### config.mk
export PLATFORM = sky130hd
export DESIGN_NAME = freq_window_counter
export DESIGN_NICKNAME = d
export VERILOG_FILES = /design/src/rtl/freq_window_counter.sv
export SDC_FILE = /design/constraint.sdc
export NUM_CORES = 1
export LEC_CHECK = 0
export BUFFER_PORTS_ARGS = -buffer_cell sky130_fd_sc_hd__clkbuf_2
export CAP_MARGIN = 20
export CORE_UTILIZATION = 63
export DETAILED_ROUTE_END_ITERATION = 10
export HOLD_SLACK_MARGIN = 0.02
export PLACE_DENSITY = 0.83
export SYNTH_ARGS = -nofsm -noshare
export SYNTH_HDL_FRONTEND = slang
export SYNTH_SLANG_ARGS = --single-unit
export TNS_END_PERCENT = 10
### constraint.sdc
create_clock -name clk -period 2.85 [get_ports clk]
set_input_delay 0.285 -clock clk [delete_from_list [all_inputs] [get_ports clk]]
set_output_delay 0.285 -clock clk [all_outputs]
set_load 0.01 [all_outputs]
### src/rtl/freq_window_counter.sv
module freq_window_counter #(
  parameter int TICK_DIV = 27000,
  parameter int TAP_BASE = 3,
  parameter int CLR_LEN  = 27
) (
  input  logic        clk,
  input  logic        rst,
  input  logic        sig_in,
  input  logic [1:0]  tap_sel,
  output logic [15:0] digits,
  output logic        disp_en,
  output logic        count_win
);
  localparam int CW = $clog2(TICK_DIV);
  localparam int RW = TAP_BASE + 4;

  logic [CW-1:0] div_q;
  logic [RW-1:0] slot_q;
  logic          tick, tick_d, tap, clr, edge_p;
  logic          mix_q, s1_q, s2_q;
  logic [15:0]   cnt_q;

  function automatic logic [15:0] bcd_inc(input logic [15:0] v);
    logic [15:0] r;
    logic        c;
    r = v;
    c = 1'b1;
    for (int i = 0; i < 4; i++) begin
      if (c) begin
        if (r[i*4 +: 4] == 4'd9) r[i*4 +: 4] = 4'd0;
        else begin
          r[i*4 +: 4] = r[i*4 +: 4] + 4'd1;
          c = 1'b0;
        end
      end
    end
    return r;
  endfunction

  assign tick   = (div_q == CW'(TICK_DIV - 1));
  assign tap    = slot_q[TAP_BASE + int'(tap_sel)];
  assign clr    = tap && disp_en && (div_q >= CW'(TICK_DIV - CLR_LEN));
  assign edge_p = s1_q && !s2_q;

  always_ff @(posedge clk) begin
    if (rst) begin
      div_q     <= '0;
      disp_en   <= 1'b0;
      count_win <= 1'b0;
      slot_q    <= '0;
      tick_d    <= 1'b0;
    end else begin
      tick_d <= tick;
      if (tick) begin
        div_q     <= '0;
        disp_en   <= !disp_en;
        count_win <= tap;
        if (tap) slot_q <= '0;
        else if (!disp_en) slot_q <= slot_q + RW'(1);
      end else begin
        div_q <= div_q + CW'(1);
      end
    end
  end

  always_ff @(posedge clk) begin
    if (rst) begin
      mix_q <= 1'b0;
      s1_q  <= 1'b0;
      s2_q  <= 1'b0;
    end else begin
      mix_q <= sig_in;
      s1_q  <= mix_q;
      s2_q  <= s1_q;
    end
  end

  always_ff @(posedge clk) begin
    if (rst) begin
      cnt_q  <= '0;
      digits <= '0;
    end else begin
      if (clr) cnt_q <= '0;
      else if (count_win && edge_p && cnt_q != 16'h9999) cnt_q <= bcd_inc(cnt_q);
      if (tick_d && disp_en) digits <= cnt_q;
    end
  end


  win_in_blank_chk: assert property (@(posedge clk) disable iff (rst)
    count_win |-> !disp_en);

  win_on_tick_chk: assert property (@(posedge clk) disable iff (rst)
    $changed(count_win) |-> $past(tick));

  clr_before_win_chk: assert property (@(posedge clk) disable iff (rst)
    (clr && tick) |=> count_win);

  clr_not_in_win_chk: assert property (@(posedge clk) disable iff (rst)
    clr |-> !count_win);

  bcd_digit_chk: assert property (@(posedge clk) disable iff (rst)
    cnt_q[3:0] <= 4'd9 && cnt_q[7:4] <= 4'd9 && cnt_q[11:8] <= 4'd9 && cnt_q[15:12] <= 4'd9);

  hold_when_blank_chk: assert property (@(posedge clk) disable iff (rst)
    !disp_en |-> $stable(digits));
endmodule

## Yosys cells after proc, flatten, opt, wreduce, memory -nomap -nowiden

Index checks and enable logic that the tools add are counted.
Widths: inputs -> output; s select.

| operators by class | value |
|---|---|
| reductions and logical operators | 14 |
| muxes and demuxes | 23 |
| order comparisons | 2 |
| add/subtract/negate cells | 7 |
| eq/ne operators | 7 |

Operator list:

| cell | number |
|---|---|
| $add 4x1->4 const B | 4 |
| $eq 4x4->1 const B | 4 |
| $mux 1 | 16 |
| $mux 4 | 4 |
| $ne 16x16->1 const B | 1 |
| $add 15x1->15 const B | 1 |
| $eq 15x15->1 const B | 1 |
| $ge 15x15->1 const B | 1 |
| $mux 7 | 2 |
| $reduce_and 2->1 | 4 |
| $add 7x1->7 const B | 1 |
| $logic_and 1x1->1 | 6 |
| $lt 3x4->1 const B | 1 |
| $reduce_or 2->1 | 2 |
| $add 2x2->3 const A | 1 |
| $bmux 1 s3 | 1 |
| $logic_not 1->1 | 2 |
| $ne 2x1->1 const B | 1 |

| word-level totals | value |
|---|---|
| flip-flop bits (word level) | 60 |
| output and inout bits | 18 |
| word-level logic and storage cells | 66 |
| bits of input ports | 5 |

## Depth between registers and ports, before layout

Gate-level depths: netlist of the first run.

| logic depth | value |
|---|---|
| depth in word-level cells | 17 |
| gate-level depth with buffers | 8 |
| depth with buffers taken out | 7 |

## Least setup slack after synthesis of the first run

No wires, ideal clock.

| path | value |
|---|---|
| path type | register to register |
| start | reg div_q[9] |
| end | reg slot_q[1] |
| data arrival time | 1837 ps |
| setup time | 130 ps |
| slack | 883 ps |
| clock period less this slack | 1967 ps |
| path buffers | 2 |
| required time | 2720 ps |
| cell stages (with the launch flop) | 7 |
| path through | dfxtp_1 -> or4b_1 -> or4_1 -> buf_2 -> buf_6 -> a21oi_2 -> o32ai_2 |

| on the way | value |
|---|---|
| cells in the longest elaborated chain, start to end | 2 |

RTL lines:

| element | RTL line | source |
|---|---|---|
| start, declared | 17 | `logic [CW-1:0] div_q;` |
| start signal, assigned | 61 | `div_q <= div_q + CW'(1);` |
| $eq 15x15->1 | 40 | `assign tick = (div_q == CW'(TICK_DIV - 1));` |
| $reduce_and 2->1 (no line) | - |  |
| end signal, assigned | 59 | `else if (!disp_en) slot_q <= slot_q + RW'(1);` |
| end, declared | 18 | `logic [RW-1:0] slot_q;` |

Every way passes these cells.
A chain may end at the register's enable or synchronous reset.

## Worst setup path in the final report of the first run

| path | value |
|---|---|
| start | reg div_q[9] |
| end | reg div_q[6] |

| on the way | value |
|---|---|
| cells in the longest elaborated chain, start to end | 2 |

RTL lines:

| element | RTL line |
|---|---|
| $eq 15x15->1 | 40 |
| $reduce_or 2->1 (no line) | - |

Every way passes these cells.

==> reports/qor.yml, run 1 <==
run_status:
  status: "finished, final reports clean"
placement:
  pre_cts_ws_ns: 0.479
  hpwlAfterDp_mm: 3.40
  place_area_um2: 2830
  place_inst: 386
  io_buffers: 22
  gp_congestion: 0.827
drt:
  ant_nets: 0
  first_pass_iters: 4
  drt_iter0_drc: 91
  vias: 2248
  vias_per_cell: 5.59
  routed_wl_mm: 4.97
  drcViolationCount: 0
  post_drt_wl_per_cell_um: 12.4
worst_setup_path:
  critPathLaunchType: "flip-flop"
  critPathSlowestCell: "or4_1"
  worstPathArrival_ns: 2.56
  cp.required_ns: 3.05
  worst-r2r-setup-slack_ns: 0.49
  cp-end-kind: "flip-flop"
  cp_slowest_stage_delay_ns: 0.79
  crit_type: "flip-flop to flip-flop"
  crit_buf_inv: 0
  path_cells: "or4b_1, or4_1, nand2_1, nor2_1"
  cp_top_family: "simple AND/OR/NAND/NOR gates"
  cp_max_fo: 14
timing:
  timing.final.ws_setup_ns: 0.491
  finalHoldViolations: 0
  timing.max_slew.rel_slack_pct: 57.9
  hold_slack_ns: 0.173
  setup_violations: 0
  rsz0062_at_grt: "no"
  fin_crit_ns: 2.36
  slew_viol_final: 0
  setup-tns-final_ns: 0
  clock_skew_ns: 0.00654
  finalCritPeriodShare_pct: 82.8
  fmax_mhz: 424
  tightest_slew_ns: 0.632
synth:
  syn_inst: 326
  netlist.area_leader.share_pct: 44.3
  syn_avg_cell_area_um2: 8.32
  synth_nets: 335
  synth_ff_type: "dfxtp_1"
  netlist_area_um2: 2710
  ys_ff_latch: 60
  synth_area_leaders: "dfxtp_1 44%, nand2_1 7.6%, nor2_1 5.5%"
  ys_warn_count: 0
  ys_async_sr_fraction_pct: 0
  synth_cell_types: 50
  synth.largest_area_cell: "dfxtp_1"
  synth_seq_area_share_pct: 44.3
  synth_edf_count: 0
layout:
  diodes: 0
  syn2layout_area_growth_pct: 10.9
  multi_input_area_um2: 1400
  final_util_pct: 74.2
  instances_no_fill: 402
  regArea_um2: 1200
  nNetsFinal: 356
  drive_above_1_share_pct: 12.5
  layout_commonest_cell: "dfxtp_1"
  final_cell_mix: "60 x dfxtp_1, 55 x nand2_1, 40 x nor2_1"
  fillers: 291
  design_area_um2: 3010
floorplanning:
  initial_core_util_pct: 66.9
  die_w_um: 67.6
  dieArea_um2: 4570
  die_height_um: 67.6
  core_area_um2: 4060
  io_pins: 23
  rows: 23
power_and_ir_drop:
  pwr-share-comb_pct: 3.1
  p_sw_share_pct: 21.6
  ir_drop_v: 0.000523
  p_per_area_nw_per_um2: 529
  seqPwrFrac_pct: 53.3
  fin_total_pwr_mw: 1.59
  clkPwrFrac_pct: 43.6
  intPower_mw: 1.25
  p_leak_nw: 1.08
  power.switching_uw: 345
grt:
  grt_max_degree: 32
  antenna_found_initial: 0
  grt_pass1_wl_mm: 8.07
  grt_pass1_vias: 1928
  grt_usage_pct: 24.1
  grt_overflow: 0
  grt-busiest-layer: "met2"
  use_met3_pct: 10.1
  grtUsageMet2_pct: 38.4
  grtUsageMet1_pct: 28.0
clock_tree:
  ctsResizeCount: 0
  h-tree-depth: 3
  hold_buffers: 0
  cts.clk_slew.worst_paths_ns: 0.06
  clkLatencyLatePin_ns: 0.33
  cts_root_buf: "clkbuf_8"
  cts_buffer_depth: 2
  numCtsBuffers: 9
  clock_sinks: 60
  cts_tree: "done"
  postCtsSetupBuffers: 0
min_path:
  min_path_type: "input pin to flip-flop"
run:
  drv_cap: 0
## synth_stat cells (all sizes together) (2+ instances only)
master  count
o32ai       2
o21ai       5
nor3b       4
or3         4
o31ai       2
buf         6
clkbuf      8
nor2b       8
nand2      55
a31oi       4
dfxtp      60
nand3      20
and2        2
nor3        6
and3b       2
ha          4
nor2       41
a21oi      25
o211ai      2
and3        4
and4        2
xor2       12
inv        11
nand4       3
mux2i       5
xnor2      11
a311oi      2
## layer usage
metal,vias to the layer above,wire length (um)
met5,-,0
met4,0,92
met3,11,178
met2,40,2380
met1,1042,2320
li1,1155,-
## cell families (layout without fill, tap and decap cells)
logic type | count (synthesis) | in the layout | share of synthesized area, %
xor gates and xnor gates | 23 | 23 | 7.42
muxes | 6 | 6 | 2.26
AOI/OAI and AO/OA | 50 | 50 | 12.4
DFF | 60 | 60 | 44.3
adders and majority gates | 4 | 4 | 1.84
buffers and inverters | 25 | 51 | 4.20
and+or+nand+nor | 158 | 158 | 27.7
## state kept, by name, summed over array words and instances (netlist names)
name / flops
cnt_q: 16
count_win: 1
digits: 16
disp_en: 1
div_q: 15
mix_q: 1
s1_q: 1
s2_q: 1
slot_q: 7
tick_d: 1
## layout make-up
type	instances	share of cell area (%)
Clock buffer	15	5.86
Clock inverter	1	0.166
Inverter	11	1.37
Multi-Input combinational cell	241	46.5
Sequential cell	60	39.9
Tap cell	50	2.08
Timing Repair Buffer	24	4.16
## final timing paths
path,startpoint,cells after the start,endpoint
hold / removal,sig_in,2,mix_q$_SDFF_PP0_
hold reg to reg,mix_q$_SDFF_PP0_,1,s1_q$_SDFF_PP0_
setup reg to reg,div_q[9]$_SDFF_PP0_,4,div_q[6]$_SDFF_PP0_
setup / recovery,div_q[9]$_SDFF_PP0_,4,div_q[6]$_SDFF_PP0_
## power by group through the flow
| stage | sequential, mW | combinational (mW) | clock [mW] |
|---|---|---|---|
| 6_report | 0.849 | 0.0495 | 0.695 |
| 5_1_grt | 0.849 | 0.0545 | 0.745 |
| 4_1_cts | 0.849 | 0.0491 | 0.708 |
| 3_5_place_dp | 0.867 | 0.0491 | 0 |
| 3_3_place_gp | 0.867 | 0.0482 | 0 |
| 2_1_floorplan | 0.866 | 0.0394 | 0 |
Power figures use the tool's default switching activity.
==> inputs of run 2 (changes only) <==
- ABC_AREA: not set -> 1
- CORE_UTILIZATION: 63 -> 60
- PLACE_DENSITY: 0.83 -> 0.8
- clock period: 2.85 -> 2.3 ns (I/O delays scaled with it)
==> reports/qor.yml, run 2 <==
run_status:
  status: "finished, final reports clean"
synth:
  syn_avg_cell_area_um2: 7.17
  synth_seq_area_share_pct: 38.8
  synthTopCellsByCount: "84 x nand2_1, 60 x dfxtp_1, 60 x inv_1"
  netlist_area_um2: 3100
  synth.most_common_cell: "nand2_1"
  synth_ff_type: "dfxtp_1"
  synth_cell_types: 36
  synth_edf_count: 0
  ys_ff_latch: 60
  synth.largest_area_cell: "dfxtp_1"
  ys_warn_count: 0
  ys_async_sr_fraction_pct: 0
  synth_nets: 441
  netlist.area_leader.share_pct: 38.8
  syn_inst: 432
  synth_area_leaders: "dfxtp_1 39%, nand2_1 10%, inv_1 7.3%"
worst_setup_path:
  cp_max_fo: 14
  crit_type: "flip-flop to flip-flop"
  rr_worst_depth: 9
  cpMostUsedCell: "nand2_2"
  worstPathArrival_ns: 1.96
  cp_slowest_stage_delay_ns: 0.41
  path_cells: "ha_1, nand2_1, nor2_2, nand2_2, nor2_8, inv_2, nand2_2, o21bai_1, nor2_1"
  critPathSlowestCell: "dfxtp_1"
  critPathLaunchType: "flip-flop"
  cp-end-kind: "flip-flop"
  cp.required_ns: 2.54
placement:
  gp_congestion: 0.830
  place_inst: 514
  io_buffers: 22
  hpwlAfterDp_mm: 4.31
floorplanning:
  die_height_um: 73.9
  dieArea_um2: 5460
  die_w_um: 73.9
  rows: 25
  io_pins: 23
  core_area_um2: 4850
  initial_core_util_pct: 63.9
min_path:
  whs_path_depth: 3
  min_path_type: "input pin to flip-flop"
clock_tree:
  h-tree-depth: 3
  hold_buffers: 0
  postCtsSetupBuffers: 0
  cts_tree: "done"
  numCtsBuffers: 9
  clkLatencyLatePin_ns: 0.34
  cts_buffer_depth: 2
  ctsResizeCount: 0
  cts.clk_slew.worst_paths_ns: 0.07
  cts_root_buf: "clkbuf_8"
  clock_sinks: 60
timing:
  fin_crit_ns: 1.72
  finalCritPeriodShare_pct: 74.9
  fmax_mhz: 580
  tightest_slew_ns: 0.444
  setup-tns-final_ns: 0
  clock_skew_ns: 0.00631
  timing.max_slew.rel_slack_pct: 70.4
  finalHoldViolations: 0
  slew_viol_final: 0
  rsz0062_at_grt: "no"
  hold_slack_ns: 0.0851
  setup_violations: 0
drt:
  vias: 2706
  ant_nets: 0
  first_pass_iters: 5
  vias_per_cell: 5.11
  post_drt_wl_per_cell_um: 11.5
  drt_iter0_drc: 214
  routed_wl_mm: 6.10
  drcViolationCount: 0
layout:
  final_cell_mix: "84 x nand2_1, 60 x inv_1, 60 x dfxtp_1"
  nNetsFinal: 467
  layout_commonest_cell: "nand2_1"
  diodes: 0
  drive_above_1_share_pct: 18.6
  syn2layout_area_growth_pct: 11.5
  top_regs: "cnt_q: 16 flops, digits: 16 flops, div_q: 15 flops"
  instances_no_fill: 530
  fillers: 408
grt:
  antenna_found_initial: 0
  grt_pass1_wl_mm: 10.2
  grt_usage_pct: 24.5
  grt_pass1_vias: 2435
  grt_overflow: 0
  grt_max_degree: 33
power_and_ir_drop:
  fin_total_pwr_mw: 2.08
  p_leak_nw: 1.41
  p_per_area_nw_per_um2: 603
  ir_drop_v: 0.000546
run:
  drv_cap: 0
run 2: worst paths after layout:
kind | startpoint | to | slack, ns
setup / recovery | div_q[0]$_SDFF_PP0_ | div_q[11]$_SDFF_PP0_ | 0.58
hold / removal | sig_in | mix_q$_SDFF_PP0_ | 0.09
setup reg to reg | div_q[0]$_SDFF_PP0_ | div_q[11]$_SDFF_PP0_ | 0.58
hold reg to reg | mix_q$_SDFF_PP0_ | s1_q$_SDFF_PP0_ | 0.42
run 2: logic make-up (layout without fill, tap and decap cells):
family / count (synthesis) / in the layout / synth area share, %
buf+inv: 78 / 109 / 10.4
fa+ha+maj: 4 / 4 / 1.61
flops: 60 / 60 / 38.8
compound gates: 63 / 63 / 10.5
xor+xnor: 11 / 11 / 3.11
simple gates: 216 / 216 / 35.7
run 2: layout make-up:
class / count / area [um^2] / area share, %
multi-input combinational: 294 / 1580 / 45.6
tap: 67 / 83.8 / 2.42
sequential: 60 / 1200 / 34.7
inverter: 68 / 260 / 7.53
clock inverter: 4 / 47.5 / 1.38
timing repair buffer: 25 / 133 / 3.84
clock buffer: 12 / 155 / 4.49
run 2: through the flow:
step	cell area (um^2)	worst slack [ns]	utilization [%]
global route	3460	0.477	71.3
CTS	3460	0.576	71.3
floorplan	3100	0.826	-
finish	3460	0.577	71.3
detailed placement	3250	0.582	67.1
global placement	3250	0.623	67.1
run 2: metal layers:
layer  track usage [%]  wire length [um]  up-vias
li1                  -                 -     1431
met1              30.5              2910     1234
met2              40.1              2950       33
met3              5.76               162        8
met4              10.9                73        0
met5                 0                 0        -
run 2: where the power goes:
group          internal, mW  switching (mW)
clock                 0.556           0.414
sequential             1.05         0.00659
combinational        0.0202          0.0414
run 2: critical path, delay by kind of cell, from the launching register on:
kind	cells	cell delay, ns
simple gates	6	0.74
flops	1	0.41
fa+ha+maj	1	0.23
compound gates	1	0.16
buf+inv	1	0.07
==> inputs of run 3 (changes only) <==
- CORE_UTILIZATION: 60 -> 54
- PLACE_DENSITY: 0.8 -> 0.76
- clock period: 2.3 -> 1.55 ns (I/O delays scaled with it)
==> reports/qor.yml, run 3 (synthesis gave the netlist of run 2 again) <==
drt:
  vias: 2906
  drcViolationCount: 0
  vias_per_cell: 5.25
  routed_wl_mm: 7.04
  ant_nets: 0
  first_pass_iters: 5
  drt_iter0_drc: 124
  post_drt_wl_per_cell_um: 12.7
clock_tree:
  clock_sinks: 60
  cts_root_buf: "clkbuf_8"
  cts_tree: "done"
  numCtsBuffers: 9
  h-tree-depth: 3
  cts_buffer_depth: 2
  clkLatencyLatePin_ns: 0.35
  cts.clk_slew.worst_paths_ns: 0.07
timing:
  fmax_mhz: 668
  setup-tns-final_ns: 0
  hold_slack_ns: 0.127
  fin_crit_ns: 1.50
  slew_viol_final: 0
  finalHoldViolations: 0
  setup_violations: 0
  timing.final.ws_setup_ns: 0.0538
  timing.max_slew.rel_slack_pct: 60.6
  clock_skew_ns: 0.00785
  tightest_slew_ns: 0.591
  finalCritPeriodShare_pct: 96.5
placement:
  hpwlAfterDp_mm: 4.70
  place_inst: 532
  gp_congestion: 0.848
  place_area_um2: 3360
  io_buffers: 22
  pre_cts_ws_ns: 0.0296
power_and_ir_drop:
  power.switching_uw: 743
  p_leak_nw: 1.54
  pwr-share-comb_pct: 4.3
  clkPwrFrac_pct: 47.9
  ir_drop_v: 0.000544
  p_per_area_nw_per_um2: 857
  fin_total_pwr_mw: 3.25
  intPower_mw: 2.51
  p_sw_share_pct: 22.9
  seqPwrFrac_pct: 47.9
worst_setup_path:
  cp-end-kind: "flip-flop"
  cp_slowest_stage_delay_ns: 0.33
  r2r_end: "cnt_q[0]$_SDFFE_PP0P_"
  crit_buf_inv: 1
  worstPathArrival_ns: 1.77
  critPathLaunchType: "flip-flop"
  worst-r2r-setup-slack_ns: 0.05
  path_cells: "buf_4, or2_4, nand3_2, nand2_1, nand2_1, nand3_2, nand2_4, nand2_8, nor2_1"
  cp.required_ns: 1.83
  rr_worst_depth: 9
  crit_type: "flip-flop to flip-flop"
  critPathSlowestCell: "dfxtp_2"
  cp_max_fo: 8
  r2r-start: "div_q[1]$_SDFF_PP0_"
  cp_top_family: "simple AND/OR/NAND/NOR gates"
layout:
  layout_commonest_cell: "nand2_1"
  nNetsFinal: 486
  final_util_pct: 68.9
  syn2layout_area_growth_pct: 22.5
  top_regs: "cnt_q: 16 flops, digits: 16 flops, div_q: 15 flops"
  design_area_um2: 3800
  final_cell_mix: "83 x nand2_1, 59 x inv_1, 53 x dfxtp_1"
  diodes: 0
  instances_no_fill: 554
  drive_above_1_share_pct: 27.6
floorplanning:
  core_area_um2: 5510
  initial_core_util_pct: 56.3
  dieArea_um2: 6050
  die_height_um: 77.8
  die_w_um: 77.8
  rows: 27
  io_pins: 23
grt:
  grt_pass1_vias: 2564
  antenna_found_initial: 0
  grt_overflow: 0
  grt_max_degree: 33
  grt_pass1_wl_mm: 11.0
  grt_usage_pct: 23.3
min_path:
  worstHoldStart: "rst"
  whs_path_depth: 3
  min_path_type: "input pin to flip-flop"
  holdPathEnd: "mix_q$_SDFF_PP0_"
run_status:
  status: "finished, final reports clean"
run:
  drv_cap: 0
run 3: changes by cell type in the layout (fill, tap and decap cells not counted), sizes merged:
cell         before  now
clkinvlp          1    2
dlygate4sd3       0    1
nand3            43   44
nand2            97   98
bufinv            1    2
clkbuf           34   32
buf               3   19
run 3: layout make-up:
cell class              instances  area [um^2]
repair buffers                 42          263
clock inverters                 6         88.8
multi-input cells             296         1750
inverters                      68          260
clock buffers                  10          128
well taps                      72         90.1
flip-flops and latches         60         1210
fillers                       454         1710
run 3: worst max path at each step:
stage	startpoint	slack, ns	cells after the start	to
6_report	div_q[1]$_SDFF_PP0_	0.05	9	cnt_q[0]$_SDFFE_PP0P_
5_1_grt	cnt_q[4]$_SDFFE_PP0P_	-0.03	10	cnt_q[5]$_SDFFE_PP0P_
4_1_cts	div_q[0]$_SDFF_PP0_	0.04	9	slot_q[6]$_SDFFE_PP0P_
3_5_place_dp	tap_sel[0]	0.03	11	cnt_q[9]$_SDFFE_PP0P_
3_3_place_gp	tap_sel[0]	0.08	11	cnt_q[5]$_SDFFE_PP0P_
2_1_floorplan	div_q[0]$_SDFF_PP0_	0.08	9	count_win$_SDFFE_PP0P_
run 3: worst reg2reg max path, cell delays in order (launching register included):
cell     delay [ns]
dfxtp_2        0.33
buf_4          0.14
or2_4          0.24
nand3_2        0.07
nand2_1        0.05
nand2_1        0.07
nand3_2        0.12
nand2_4        0.16
nand2_8        0.12
nor2_1         0.12
run 3: repair_timing:
| item | 4_1_cts | 5_1_grt |
|---|---|---|
| endpoints found under the setup margin | 0 | 38 |
| gates resized for setup | 0 | 46 |
| hold endpoints to repair | 1 | 0 |
| buffers inserted | 0 | 3 |
| hold buffers | 1 | 0 |
run 3: per-layer routing:
| layer | track usage (%) | vias to the layer above | wire length [um] |
|---|---|---|---|
| li1 | - | 1476 | - |
| met1 | 27.1 | 1359 | 3010 |
| met2 | 41.2 | 55 | 3650 |
| met3 | 4.71 | 16 | 236 |
| met4 | 9.81 | 0 | 148 |
| met5 | 0 | - | 0 |
run 3: power by group through the flow:
stage               Sequential [mW]  Clock (mW)  Combinational (mW)
floorplan                      1.59           0              0.0762
global placement               1.59           0               0.112
detailed placement             1.59           0               0.115
CTS                            1.56        1.57               0.118
global route                   1.56        1.64               0.150
finish                         1.56        1.56               0.138
